<file path="config.mk">
export PLATFORM = sky130hd
export DESIGN_NAME = rtc_keyed_timer
export DESIGN_NICKNAME = d
export VERILOG_FILES = /design/src/rtl/rtc_pkg.sv /design/src/rtl/rtc_tick_div.sv /design/src/rtl/rtc_lock_fsm.sv /design/src/rtl/rtc_freeze_fsm.sv /design/src/rtl/rtc_count_core.sv /design/src/rtl/rtc_keyed_timer.sv
export SDC_FILE = /design/constraint.sdc
export NUM_CORES = 1
export LEC_CHECK = 0
export BUFFER_PORTS_ARGS = -buffer_cell sky130_fd_sc_hd__buf_4
export CORE_MARGIN = 4
export CORE_UTILIZATION = 55
export CTS_BUF_LIST = sky130_fd_sc_hd__clkbuf_4
export CTS_CLUSTER_SIZE = 25
export DETAILED_ROUTE_END_ITERATION = 10
export MAX_ROUTING_LAYER = met4
export PLACE_DENSITY = 0.78
export SLEW_MARGIN = 20
export SYNTH_ARGS = -nofsm -noshare
export SYNTH_HDL_FRONTEND = slang
export SYNTH_HIERARCHICAL = 1
export SYNTH_SLANG_ARGS = --single-unit
</file>
<file path="constraint.sdc">
create_clock -name clk -period 2.9 [get_ports clk]
set_input_delay 0.145 -clock clk [delete_from_list [all_inputs] [get_ports clk]]
set_output_delay 0.145 -clock clk [all_outputs]
set_load 0.01 [all_outputs]
</file>
<file path="src/rtl/rtc_pkg.sv">
package rtc_pkg;

    localparam int unsigned BUS_W   = 32;
    localparam int unsigned ADDR_W  = 8;
    localparam int unsigned SEL_W   = 3;
    localparam int unsigned NFLAG   = 3;
    localparam int unsigned KEY_W   = 16;

    // Register word addresses (byte addressed, word aligned)
    localparam logic [ADDR_W-1:0] RA_CTRL = 8'h00;
    localparam logic [ADDR_W-1:0] RA_CNT  = 8'h08;
    localparam logic [ADDR_W-1:0] RA_CMP  = 8'h0C;
    localparam logic [ADDR_W-1:0] RA_LOCK = 8'h24;
    localparam logic [ADDR_W-1:0] RA_FLAG = 8'h28;
    localparam logic [ADDR_W-1:0] RA_FSET = 8'h2C;
    localparam logic [ADDR_W-1:0] RA_FCLR = 8'h30;
    localparam logic [ADDR_W-1:0] RA_IEN  = 8'h34;
    localparam logic [ADDR_W-1:0] RA_FRZ  = 8'h38;

    localparam logic [KEY_W-1:0] OPEN_KEY   = 16'hAEE8;
    localparam logic [BUS_W-1:0] CTRL_INIT  = 32'h0000_0008;
    localparam logic [BUS_W-1:0] CTRL_WMASK = 32'h0000_77FF;

    // Control field positions
    localparam int unsigned CF_RUN_LO  = 0;
    localparam int unsigned CF_TOP     = 4;
    localparam int unsigned CF_IGN_LO  = 5;
    localparam int unsigned CF_DIV_LO  = 8;

    // Flag bit positions
    localparam int unsigned FB_OVF = 0;
    localparam int unsigned FB_CMP = 1;
    localparam int unsigned FB_OSC = 2;

    typedef enum logic {LK_OPEN, LK_SHUT} lock_state_t;
    typedef enum logic {FZ_LIVE, FZ_HELD} frz_state_t;

endpackage

</file>
<file path="src/rtl/rtc_tick_div.sv">
module rtc_tick_div #(
    parameter int unsigned SEL_W = 3
) (
    input  logic             clk,
    input  logic             rst_n,
    input  logic             run,
    input  logic             restart,
    input  logic             tick_i,
    input  logic [SEL_W-1:0] sel,
    output logic             pulse_o
);
    localparam int unsigned PW = (1 << SEL_W) - 1;

    logic [PW-1:0] acc_q;
    logic [PW-1:0] need;

    always_comb begin
        need    = (PW'(1) << sel) - PW'(1);
        pulse_o = run && tick_i && !restart && ((acc_q & need) == need);
    end

    always_ff @(posedge clk or negedge rst_n) begin
        if (!rst_n) begin
            acc_q <= '0;
        end else if (restart || !run) begin
            acc_q <= '0;
        end else if (tick_i) begin
            acc_q <= acc_q + PW'(1);
        end
    end
endmodule

</file>
<file path="src/rtl/rtc_lock_fsm.sv">
module rtc_lock_fsm
    import rtc_pkg::*;
(
    input  logic             clk,
    input  logic             rst_n,
    input  logic             wr_lock,
    input  logic [KEY_W-1:0] key,
    output logic             locked
);
    lock_state_t state_q, state_d;

    always_ff @(posedge clk or negedge rst_n) begin
        if (!rst_n) state_q <= LK_OPEN;
        else        state_q <= state_d;
    end

    always_comb begin
        state_d = state_q;
        unique case (state_q)
            LK_OPEN: if (wr_lock && key != OPEN_KEY) state_d = LK_SHUT;
            LK_SHUT: if (wr_lock && key == OPEN_KEY) state_d = LK_OPEN;
        endcase
    end

    always_comb begin
        locked = (state_q == LK_SHUT);
    end
endmodule

</file>
<file path="src/rtl/rtc_freeze_fsm.sv">
module rtc_freeze_fsm
    import rtc_pkg::*;
(
    input  logic clk,
    input  logic rst_n,
    input  logic wr_frz,
    input  logic frz_bit,
    output logic held,
    output logic release_o
);
    frz_state_t state_q, state_d;

    always_ff @(posedge clk or negedge rst_n) begin
        if (!rst_n) state_q <= FZ_LIVE;
        else        state_q <= state_d;
    end

    always_comb begin
        state_d = state_q;
        unique case (state_q)
            FZ_LIVE: if (wr_frz && frz_bit)  state_d = FZ_HELD;
            FZ_HELD: if (wr_frz && !frz_bit) state_d = FZ_LIVE;
        endcase
    end

    always_comb begin
        held      = (state_q == FZ_HELD);
        release_o = (state_q == FZ_HELD) && (state_d == FZ_LIVE);
    end
endmodule

</file>
<file path="src/rtl/rtc_count_core.sv">
module rtc_count_core #(
    parameter int unsigned CNT_W = 32,
    parameter int unsigned SEL_W = 3
) (
    input  logic             clk,
    input  logic             rst_n,
    input  logic             step,
    input  logic             ld,
    input  logic [CNT_W-1:0] ld_val,
    input  logic [CNT_W-1:0] cmp_val,
    input  logic [SEL_W-1:0] ign,
    input  logic             top_clr,
    output logic [CNT_W-1:0] cnt_o,
    output logic             cmp_evt,
    output logic             ovf_evt
);
    localparam logic [CNT_W-1:0] ALL1 = '1;

    logic [CNT_W-1:0] cnt_q;
    logic [CNT_W-1:0] keep;
    logic [CNT_W-1:0] inc;
    logic [CNT_W-1:0] step_val;
    logic             cur_hit;
    logic             wrap_top;
    logic             new_hit;

    always_comb begin
        keep     = ALL1 << ign;
        inc      = cnt_q + CNT_W'(1);
        cur_hit  = ((cnt_q ^ cmp_val) & keep) == '0;
        wrap_top = top_clr && cur_hit;
        step_val = wrap_top ? '0 : inc;
        new_hit  = (((step_val ^ cmp_val) & keep) == '0) && !cur_hit;
        cmp_evt  = step && !ld && new_hit;
        ovf_evt  = step && !ld && !wrap_top && (cnt_q == ALL1);
        cnt_o    = cnt_q;
    end

    always_ff @(posedge clk or negedge rst_n) begin
        if (!rst_n)    cnt_q <= '0;
        else if (ld)   cnt_q <= ld_val;
        else if (step) cnt_q <= step_val;
    end
endmodule

</file>
<file path="src/rtl/rtc_keyed_timer.sv">
module rtc_keyed_timer
    import rtc_pkg::*;
#(
    parameter int unsigned CNT_W = 32
) (
    input  logic              clk,
    input  logic              rst_n,
    input  logic              tick_i,
    input  logic              bus_en_i,
    input  logic              bus_we_i,
    input  logic [ADDR_W-1:0] bus_addr_i,
    input  logic [BUS_W-1:0]  bus_wdata_i,
    output logic [BUS_W-1:0]  bus_rdata_o,
    output logic              irq_o
);
    logic [BUS_W-1:0] ctrl_q;
    logic [CNT_W-1:0] cmp_q;
    logic [CNT_W-1:0] cmp_stage_q;
    logic [NFLAG-1:0] flags_q;
    logic [NFLAG-1:0] ien_q;
    logic [CNT_W-1:0] cnt_q;

    logic wr, locked, held, release_pulse;
    logic wr_ctrl, wr_cnt, wr_cmp, wr_lock, wr_fset, wr_fclr, wr_ien, wr_frz;
    logic run, step, cmp_evt, ovf_evt;
    logic [NFLAG-1:0] hw_set, sw_set, sw_clr;

    always_comb begin
        wr      = bus_en_i && bus_we_i;
        wr_ctrl = wr && bus_addr_i == RA_CTRL && !locked;
        wr_cnt  = wr && bus_addr_i == RA_CNT  && !locked;
        wr_cmp  = wr && bus_addr_i == RA_CMP  && !locked;
        wr_lock = wr && bus_addr_i == RA_LOCK;
        wr_fset = wr && bus_addr_i == RA_FSET;
        wr_fclr = wr && bus_addr_i == RA_FCLR;
        wr_ien  = wr && bus_addr_i == RA_IEN;
        wr_frz  = wr && bus_addr_i == RA_FRZ;
        run     = ctrl_q[CF_RUN_LO +: 2] != 2'b00;
    end

    rtc_lock_fsm u_lock (
        .clk     (clk),
        .rst_n   (rst_n),
        .wr_lock (wr_lock),
        .key     (bus_wdata_i[KEY_W-1:0]),
        .locked  (locked)
    );

    rtc_freeze_fsm u_frz (
        .clk       (clk),
        .rst_n     (rst_n),
        .wr_frz    (wr_frz),
        .frz_bit   (bus_wdata_i[0]),
        .held      (held),
        .release_o (release_pulse)
    );

    rtc_tick_div #(.SEL_W(SEL_W)) u_div (
        .clk     (clk),
        .rst_n   (rst_n),
        .run     (run),
        .restart (wr_ctrl || wr_cnt),
        .tick_i  (tick_i),
        .sel     (ctrl_q[CF_DIV_LO +: SEL_W]),
        .pulse_o (step)
    );

    rtc_count_core #(.CNT_W(CNT_W), .SEL_W(SEL_W)) u_core (
        .clk     (clk),
        .rst_n   (rst_n),
        .step    (step),
        .ld      (wr_cnt),
        .ld_val  (bus_wdata_i[CNT_W-1:0]),
        .cmp_val (cmp_q),
        .ign     (ctrl_q[CF_IGN_LO +: SEL_W]),
        .top_clr (ctrl_q[CF_TOP]),
        .cnt_o   (cnt_q),
        .cmp_evt (cmp_evt),
        .ovf_evt (ovf_evt)
    );

    // Control register
    always_ff @(posedge clk or negedge rst_n) begin
        if (!rst_n)       ctrl_q <= CTRL_INIT;
        else if (wr_ctrl) ctrl_q <= bus_wdata_i & CTRL_WMASK;
    end

    // Compare: staged copy always follows writes, live copy follows when not held
    always_ff @(posedge clk or negedge rst_n) begin
        if (!rst_n) begin
            cmp_stage_q <= '0;
            cmp_q       <= '0;
        end else begin
            if (wr_cmp) cmp_stage_q <= bus_wdata_i[CNT_W-1:0];
            if (wr_cmp && !held)    cmp_q <= bus_wdata_i[CNT_W-1:0];
            else if (release_pulse) cmp_q <= cmp_stage_q;
        end
    end

    // Flags: set sources win over clear
    always_comb begin
        hw_set          = '0;
        hw_set[FB_OVF]  = ovf_evt;
        hw_set[FB_CMP]  = cmp_evt;
        sw_set          = wr_fset ? bus_wdata_i[NFLAG-1:0] : '0;
        sw_clr          = wr_fclr ? bus_wdata_i[NFLAG-1:0] : '0;
    end

    always_ff @(posedge clk or negedge rst_n) begin
        if (!rst_n) flags_q <= '0;
        else        flags_q <= (flags_q & ~sw_clr) | sw_set | hw_set;
    end

    always_ff @(posedge clk or negedge rst_n) begin
        if (!rst_n)      ien_q <= '0;
        else if (wr_ien) ien_q <= bus_wdata_i[NFLAG-1:0];
    end

    always_comb begin
        irq_o = |(flags_q & ien_q);
    end

    // Read mux
    always_comb begin
        bus_rdata_o = '0;
        case (bus_addr_i)
            RA_CTRL: bus_rdata_o = ctrl_q;
            RA_CNT:  bus_rdata_o = BUS_W'(cnt_q);
            RA_CMP:  bus_rdata_o = BUS_W'(cmp_q);
            RA_LOCK: bus_rdata_o = BUS_W'(locked);
            RA_FLAG: bus_rdata_o = BUS_W'(flags_q);
            RA_IEN:  bus_rdata_o = BUS_W'(ien_q);
            RA_FRZ:  bus_rdata_o = BUS_W'(held);
            default: bus_rdata_o = '0;
        endcase
    end
endmodule

</file>
---- Word level (Yosys, flattened, before mapping) ----
Index checks and enable logic that the tools add are counted.
operators by class
  eq/ne operators ......................... 12
  shift-type cells ........................ 2
  mux-type cells .......................... 16
  bitwise logic cells ..................... 13
  reduce and logical (&&, ||, !) cells .... 45
  add/sub/neg operators ................... 3
operators by type and width
  kind                                                                 count
  32-bit case mux with 7 select lines                                  1
  32-bit 2-to-1 mux                                                    5
  32-bit AND                                                           2
  32-bit zero test                                                     2
  32-bit bitwise XOR                                                   2
  8-bit by 6-bit == test with 1-bit output, second input constant      6
  32-bit by 1-bit adder with 32-bit output, second input constant      1
  32-bit == test, second input constant                                1
  32-bit by 3-bit << shifter with 32-bit output, first input constant  1
  1-bit logical AND                                                    27
  16-bit == test, second input constant                                1
  8-bit by 4-bit == test with 1-bit output, second input constant      2
  16-bit inequality test, second input constant                        1
  7-bit 2-to-1 mux                                                     2
  1-bit zero test                                                      8
  8-bit zero test                                                      1
  2-bit nonzero test                                                   4
  7-bit by 1-bit adder with 7-bit output, second input constant        1
  7-bit AND                                                            1
  7-bit == test                                                        1
  1-bit by 3-bit << shifter with 7-bit output, first input constant    1
  7-bit by 2-bit subtractor with 7-bit output, second input constant   1
  3-bit AND                                                            2
  3-bit 2-to-1 mux                                                     2
  8 further kinds                                                      15
storage, ports and cells
  bits of input ports ..................... 45
  register bits after elaboration ......... 125
  output and inout bits ................... 33
  logic and storage cells ................. 100

---- Logic depth before layout (Yosys ltp) ----
Gate-level depths: netlist of the first run.
  depth after elaboration ................. 11
  depth in mapped cells ................... 21
  mapped depth without buffers ............ 17

---- Cells and area by module ----
The synthesis of the first run kept the hierarchy.
modules (own cells, without submodules)
  module           area an instance (sq um)  times used  sequential area each (sq um)  cells an instance
  rtc_keyed_timer  4,131.5                   1           2,103.3                       359
  rtc_count_core   3,821.2                   1           800.8                         527
  rtc_tick_div     386.6                     1           175.2                         43
  rtc_lock_fsm     82.6                      1           25.0                          9
  rtc_freeze_fsm   50.0                      1           25.0                          3

---- Least setup slack after synthesis of the first run ----
OpenSTA, ideal clock, no wires.
  kind .................................... input to register
  from .................................... in bus_addr_i[5]
  to ...................................... reg flags_q[1]
  stages on the path ...................... 21
  setup time .............................. 0.126 ns
  slack ................................... -0.270 ns
  data required time ...................... 2.774 ns
  arrival ................................. 3.044 ns
  buffers on the path ..................... 4
  path through ............................ or4_1 -> buf_2 -> nor2_2 -> nand2_1 -> buf_2 -> nand2b_1 -> nand2b_1 -> clkbuf_1 -> inv_1 -> o2111ai_1 -> a21oi_1 -> clkbuf_1 -> inv_1 -> a311oi_1 -> o311ai_0 -> nor2_1 -> o211ai_1 -> nor4_1 -> and4_1 -> o2111a_1 -> a221o_1
on the way
  longest elaborated chain between the ends .. 10
  elaborated cells on any way between the ends .. 23
  classes of those cells .................. 3 x eq/ne; 2 x mux; 4 x bitwise; 14 x reduce/logical
ends and longest elaborated chain
  item                                                                         RTL line                                      RTL
  from (decl)                                                                  rtc_keyed_timer.sv:11                         input logic [ADDR_W-1:0] bus_addr_i,
  8-bit by 4-bit == test with 1-bit output or 8-bit zero test (tied branches)  rtc_keyed_timer.sv:31, rtc_keyed_timer.sv:30
  1-bit logical AND (on tied branches) (2 in a row)                            rtc_keyed_timer.sv:31, rtc_keyed_timer.sv:30
  1-bit logical OR (*)                                                         rtc_keyed_timer.sv:62                         .restart (wr_ctrl || wr_cnt),
  1-bit zero test (*)                                                          rtc_tick_div.sv:19                            pulse_o = run && tick_i && !restart && ((acc_q & need) == need);
  1-bit logical AND (*) (2 in a row)                                           rtc_tick_div.sv:19
  named net step                                                               rtc_keyed_timer.sv:25                         logic run, step, cmp_evt, ovf_evt;
  1-bit logical AND (*) (2 in a row)                                           rtc_count_core.sv:34                          cmp_evt = step && !ld && new_hit;
  named net cmp_evt                                                            rtc_keyed_timer.sv:25
  3-bit by 2-bit bitwise OR with 3-bit output (*)                              rtc_keyed_timer.sv:111                        else flags_q <= (flags_q & ~sw_clr) | sw_set | hw_set;
  to (signal assigned)                                                         rtc_keyed_timer.sv:111
  to (decl)                                                                    rtc_keyed_timer.sv:19                         logic [NFLAG-1:0] flags_q;
The timed path passes the listed nets; every way through them passes the cells marked *.
A chain may end at the register's enable or synchronous reset.

---- Final worst setup path of the first run ----
  from .................................... reg u_core.cnt_q[10] (netlist: u_core/cnt_o[10])
  to ...................................... reg flags_q[1]
on the way
  longest elaborated chain between the ends .. 11
  elaborated cells on any way between the ends .. 13
  classes of those cells .................. 1 x add/sub; 1 x mux; 5 x bitwise; 6 x reduce/logical
ends and longest elaborated chain
  item                                                                              RTL line                RTL
  from (decl)                                                                       rtc_count_core.sv:19    logic [CNT_W-1:0] cnt_q;
  from (signal assigned)                                                            rtc_count_core.sv:41    else if (ld) cnt_q <= ld_val;
  from (signal assigned)                                                            rtc_count_core.sv:42    else if (step) cnt_q <= step_val;
  branches (longest 8 deep; another with 32-bit by 1-bit adder with 32-bit output)  --
  1-bit logical AND (*)                                                             rtc_count_core.sv:33    new_hit = (((step_val ^ cmp_val) & keep) == '0) && !cur_hit;
  1-bit logical AND (*)                                                             rtc_count_core.sv:34
  named net cmp_evt                                                                 rtc_keyed_timer.sv:25
  3-bit by 2-bit bitwise OR with 3-bit output (*)                                   rtc_keyed_timer.sv:111
Mark *: on every way through the listed nets, which the timed path passes.

==> run_results.csv, run 1 <==
group,metric,value,unit
global_routing,grt_overflow,0,
sta,drv_slew,0,
worst_setup_path,critPathSlowestCell,"or3b_2",
detailed_routing,firstDrtPassIters,6,
detailed_routing,routedWlPerCell,20.7,microns
cells_and_area,drive_above_1_share,32.9,%
cells_and_area,layout.nets,1179,
min_path,min_from,"bus_addr_i[7]",
floorplan,die_h,132,microns
detailed_routing,vias_per_cell,6.30,
pwr,power.total,3.88,mW
worst_setup_path,arrival,3400,ps
yosys,synthesis.area,0.00847,sq mm
clocking,clock-sinks,125,
pwr,leakagePower,4.68,nW
cells_and_area,design_area,0.0108,sq mm
placement,dp_cells,1257,
min_path,worstHoldPathType,"primary input to flop",
worst_setup_path,cpPeakStageDelay,500,ps
worst_setup_path,reg2reg_slack,9,ps
detailed_routing,drc_errors,0,
worst_setup_path,critPathLaunchType,"flop",
sta,rsz0062_at_grt,"true",
floorplan,ios,78,
yosys,postSynth.asyncResetShare,100,%
worst_setup_path,critPathCaptureType,"flop",
status,status,"finished clean",
sta,tns,0,ps
cells_and_area,utilization,71.3,%
detailed_routing,vias,8397,
detailed_routing,drt_first_iter_violations,867,
placement,gp_congestion,1.02,
yosys,syn-mean-instance-area,9.00,sq um
placement,place.port_buffers,77,
sta,fin_skew,19.4,ps
placement,dpl.hpwl,19600,microns
worst_setup_path,crit_start,"u_core/cnt_o[10]",
clocking,numCtsBuffers,17,
cells_and_area,syn_to_final_growth,27.4,%
cells_and_area,finalNonFillerCells,1333,
global_routing,grt_max_degree,71,
yosys,synth_seq_cells,125,
yosys,synth_nets,988,
pwr,p_per_area,359,mW/mm^2
sta,min_period,2890,ps
cells_and_area,final_common_cell,"buf_4",
floorplan,die_w,132,microns
yosys,synth_edf_count,0,
placement,place_area,0.00992,sq mm
yosys,ys_warn_count,6,
yosys,yosysSeqAreaShare,36.9,%
global_routing,antenna_found_initial,1,
global_routing,grt_pass1_wl,42800,microns
clocking,clk_pin_slew,130,ps
clocking,h-tree-depth,4,
floorplan,core,0.0151,sq mm
yosys,syn-instance-count,941,
yosys,synth.distinct_cells,79,
worst_setup_path,cp_max_fo,5,
worst_setup_path,cp_common_cell,"buf_4",
sta,tightest_slew,917,ps
sta,max_slew_margin,38.8,%
pwr,irDropWorstVdd,0.000309,V
floorplan,die-area,0.0175,sq mm
flow_run,drv_cap,0,
sta,hold_viol,0,
detailed_routing,antenna_left,0,
clocking,clk_latency,570,ps
worst_setup_path,path_class,"flop to flop",
global_routing,grt_pass1_vias,8043,
worst_setup_path,crit_chain,"buf_4, buf_4, nand2_1, nor4_2, buf_4, xnor2_1, o22ai_1, or3b_2, a211oi_2, and4_1, o2111a_1, a221o_1",
floorplan,start_util,55.9,%
sta,fmax,346,MHz
cells_and_area,most-common-layout-cells,"buf_4 (201), dfrtp_1 (116), nand2_1 (94), o21ai_0 (66), nor2_1 (64)",
yosys,synth_ff_type,"dfrtp_1",
detailed_routing,wirelength,27500,microns
global_routing,grt_usage,31.6,%
sta,finalSetupViolations,0,
worst_setup_path,cp.required,3410,ps
worst_setup_path,r2r-start,"u_core/cnt_o[10]",
clocking,cts_tree,"built",
sta,finalCritPeriodShare,99.7,%
floorplan,num_rows,45,
clocking,cts_max_path_buffers,2,
clocking,root_buffer,"clkbuf_4",
-- synth_stat cells (4+ instances only) --
cell type    n  area [sq um]
o31a_1       4          35.0
inv_1       15          56.3
and2_1       7          43.8
o22ai_1      6          37.5
buf_1        5          18.8
a21oi_2      8          70.1
a22oi_1     19           143
nor3_1      21           105
nor2_1      66           248
buf_2       26           130
or3_1        6          37.5
buf_6        9           101
or2_2        8          50.1
a221o_1      5          50.1
nand2_1     95           357
nand3_1     22           110
nor2b_1      6          37.5
nand4_1     22           138
mux2_2      53           597
xor2_1      16           140
and3_1       9          56.3
or4_1        6          45.0
nor2_2       9          56.3
a22o_1      20           175
nor3b_1      7          52.6
xnor2_1     46           403
a21o_1       4          30.0
nand2b_1     6          37.5
dfrtp_1    124          3100
o21ai_0     67           335
nor4_1      17           106
clkbuf_1    33           124
mux2i_1     41           410
a21oi_1     54           270
-- cell type report --
class                      count  area (sq um)
tap                          188           235
clock buffer                  17           128
fill                        1180          4350
antenna                        1          2.50
multi-input combinational    725          5080
inverter                      15          56.3
sequential                   125          3140
timing repair buffer         248          2030
clock inverter                14           123
-- registers in the layout, indices dropped and copies added, names as in the netlist, named ones only --
register      cells
u_frz/held        1
ctrl_q           14
ien_q             3
u_div/acc_q       7
u_core/cnt_o     32
cmp_q            32
cmp_stage_q      32
flags_q           3
-- stage by stage --
stage               setup WS, ps  hold slack [ps]
floorplan                   1.09             -151
global placement            23.2              337
detailed placement         -82.8              331
CTS                         13.9             2.64
global route                -144             73.8
finish                      9.13             29.1
-- worst max-delay path: cells and delay by family (launching register included) --
kind                      cells  cell delay [ps]
AOI/OAI and AO/OA             4              670
xor gates and xnor gates      1              170
buffers and inverters         3              440
DFF                           1              420
and+or+nand+nor               4             1150
-- final timing paths --
check / end / depth (start not counted)
min in group asynchronous: cmp_stage_q[8] / 2
worst min-delay path: flop / 5
worst min register to register: cmp_stage_q[17] / 1
worst max-delay path: flags_q[1] / 12
worst max register to register: flags_q[1] / 12
max in group asynchronous: u_core/cnt_o[4] / 3
-- where the power goes --
| group | leakage, nW | switching, mW | internal [mW] |
|---|---|---|---|
| Clock | 0.128 | 0.714 | 0.419 |
| Sequential | 1.71 | 0.0725 | 1.81 |
| Combinational | 2.84 | 0.457 | 0.404 |
| Total | 4.68 | 1.24 | 2.63 |
-- timing repair --
action                                  in CTS  in global routing
resized for setup                            3                 45
gates cloned                                 0                  1
buffers inserted                             0                  8
hold endpoints to repair                   191                  0
pin swaps                                    0                 17
endpoints found under the setup margin       1                  1
hold buffers                                35                  0
-- kinds of logic (layout without fill, tap and decap cells) --
logic type               count (synthesis)  after routing  share of synthesized area (%)
AO/OA/AOI/OAI                          227            227                           17.7
XOR/XNOR                                62             62                           6.41
adder cells (fa/ha/maj)                  2              2                          0.295
buffers and inverters                   92            294                           5.41
flip-flops                             125            125                           36.9
multiplexers                            96             96                           12.2
other                                    0              1                              0
AND/OR/NAND/NOR                        337            338                           21.1
-- per-layer routing --
| layer | wire, microns | part of all wire [%] | global-route usage (%) | vias to the layer above |
|---|---|---|---|---|
| li1 | - | - | - | 3823 |
| met1 | 11300 | 41 | 41.8 | 4104 |
| met2 | 13200 | 48 | 49.8 | 417 |
| met3 | 2320 | 8.4 | 5.88 | 53 |
| met4 | 745 | 2.7 | 9.68 | 0 |
| met5 | 0 | 0 | - | - |
Power figures use the tool's default switching activity.
==> run 2, diff against run 1 <==
- PLACE_DENSITY: 0.78 -> 0.75
- SYNTH_HIERARCHICAL: 1 -> default
- clock period: 2.9 -> 3.2 ns (I/O delays scaled with it)
==> run_results.csv, run 2 <==
group,metric,value,unit
clocking,clock-sinks,125,
detailed_routing,drc_errors,0,
yosys,synth_common_cells,"nand2_1 (143), dfrtp_1 (124), nor2_1 (72), mux2_2 (51), xnor2_1 (44)",
sta,tns,0,ps
clocking,clk_pin_slew,130,ps
yosys,ys_warn_count,0,
cells_and_area,final_common_cell,"nand2_1",
detailed_routing,antenna_left,0,
pwr,irDropWorstVdd,0.000430,V
detailed_routing,drt_first_iter_violations,879,
detailed_routing,wirelength,27800,microns
yosys,synth_top_cell_by_area,"dfrtp_1",
sta,max_slew_margin,50.9,%
sta,rsz0062_at_grt,"false",
yosys,syn-instance-count,899,
clocking,root_buffer,"clkbuf_4",
min_path,worstHoldPathType,"primary input to flop",
sta,finalCritPeriodShare,95.4,%
clocking,h-tree-depth,4,
floorplan,die_h,129,microns
flow_run,drv_cap,0,
yosys,synth_ff_type,"dfrtp_1",
worst_setup_path,critPathCaptureType,"flop",
placement,gp_congestion,1.05,
global_routing,grt_max_degree,83,
status,status,"finished clean",
floorplan,num_rows,43,
yosys,synth_top_area_share,38.6,%
cells_and_area,drive_above_1_share,23.9,%
pwr,power.total,3.58,mW
yosys,synthTopCellsByArea,"dfrtp_1 (39%), mux2_2 (7.1%), nand2_1 (6.7%)",
cells_and_area,layout.nets,1073,
clocking,cts_max_path_buffers,2,
detailed_routing,firstDrtPassIters,5,
global_routing,grt_overflow,0,
sta,tightest_slew,735,ps
worst_setup_path,arrival,3560,ps
global_routing,grt_usage,35.6,%
yosys,synth_seq_cells,125,
yosys,synth_nets,947,
sta,drv_slew,0,
clocking,clk_latency,570,ps
detailed_routing,vias_per_cell,6.42,
yosys,synth_most_common_cell,"nand2_1",
worst_setup_path,critPathLaunchType,"flop",
floorplan,core,0.0141,sq mm
sta,fmax,328,MHz
global_routing,grt_pass1_vias,7431,
placement,place.port_buffers,77,
pwr,p_per_area,369,mW/mm^2
cells_and_area,utilization,68.9,%
placement,place_area,0.00902,sq mm
yosys,postSynth.asyncResetShare,100,%
yosys,synthesis.area,0.00805,sq mm
floorplan,die-area,0.0166,sq mm
clocking,cts_tree,"built",
sta,fin_skew,20.0,ps
cells_and_area,design_area,0.00972,sq mm
cells_and_area,most-common-layout-cells,"nand2_1 (143), buf_4 (137), dfrtp_1 (124), nor2_1 (71), mux2_2 (51)",
detailed_routing,routedWlPerCell,22.8,microns
worst_setup_path,cp_max_fo,7,
detailed_routing,vias,7818,
floorplan,start_util,57.1,%
floorplan,die_w,129,microns
yosys,synth.distinct_cells,81,
yosys,yosysSeqAreaShare,38.9,%
sta,hold_viol,0,
cells_and_area,syn_to_final_growth,20.7,%
sta,finalSetupViolations,0,
clocking,post-cts-setup-buffers,0,
sta,min_period,3050,ps
worst_setup_path,path_class,"flop to flop",
placement,dp_cells,1148,
pwr,leakagePower,4.42,nW
floorplan,ios,78,
yosys,syn-mean-instance-area,8.95,sq um
global_routing,antenna_found_initial,1,
global_routing,grt_pass1_wl,43400,microns
placement,dpl.hpwl,20000,microns
cells_and_area,finalNonFillerCells,1218,
yosys,synth_edf_count,0,
worst_setup_path,cp.required,3700,ps
clocking,numCtsBuffers,17,
run 2: timing repair:
item / CTS / global route
endpoints found under the hold margin: 165 / 0
hold buffers: 38 / 0
resized for setup: 0 / 3
setup endpoints to repair: 0 / 1
run 2: worst paths after layout:
path	slack (ps)	startpoint	depth (start not counted)	to
max	150	u_core.cnt_o[1]	10	flags_q[1]
max in group asynchronous	2220	rst_n	3	cmp_stage_q[16]
max reg2reg	150	u_core.cnt_o[1]	10	flags_q[1]
min reg2reg	500	cmp_stage_q[13]	2	cmp_q[13]
min	70	bus_en_i	3	ien_q[2]
min in group asynchronous	130	rst_n	2	u_div.acc_q[4]
run 2: kinds of logic (layout without fill, tap and decap cells):
group,after synthesis,in the layout,synth area share [%]
adders and majority gates,4,4,0.591
AOI/OAI and AO/OA,203,203,18.1
DFF,125,125,38.9
muxes,54,54,7.51
and+or+nand+nor,358,358,22.0
buffers and inverters,83,221,4.59
xor gates and xnor gates,72,72,8.33
other,0,1,0
run 2: layout make-up:
| cell class | instances | area, sq um |
|---|---|---|
| Inverter | 14 | 52.6 |
| Antenna cell | 1 | 2.50 |
| Clock buffer | 17 | 128 |
| Tap cell | 180 | 225 |
| Multi-Input combinational cell | 691 | 4580 |
| Timing Repair Buffer | 176 | 1430 |
| Sequential cell | 125 | 3130 |
| Clock inverter | 14 | 171 |
| Fill cell | 1123 | 4380 |
run 2: metrics by stage:
step                setup slack (ps)  hold WS, ps
floorplan                        363         -136
global placement                 252          199
detailed placement               243          199
CTS                              235         17.6
global route                    11.7         48.1
finish                           148         66.0
run 2: report_power, final:
part,switching (mW),internal [mW]
clock network,0.656,0.536
logic,0.364,0.307
registers,0.0831,1.64
run 2: worst max-delay path, cell delays in order, from the launching register on:
cell and delay [ps]:
dfrtp_1 470, ha_1 260, nand3_4 110, or4_4 610
nor3_1 330, xnor2_1 220, nor2_1 70, or4_1 440
a22oi_1 210, nand4_1 130, o21ai_1 130
run 2: routing by layer:
metal	vias to the layer above	track usage [%]	routed length (microns)
met4	0	11.2	762
li1	3532	-	-
met2	438	50.2	12100
met1	3777	49.8	12100
met3	71	9.80	2870
met5	-	-	0
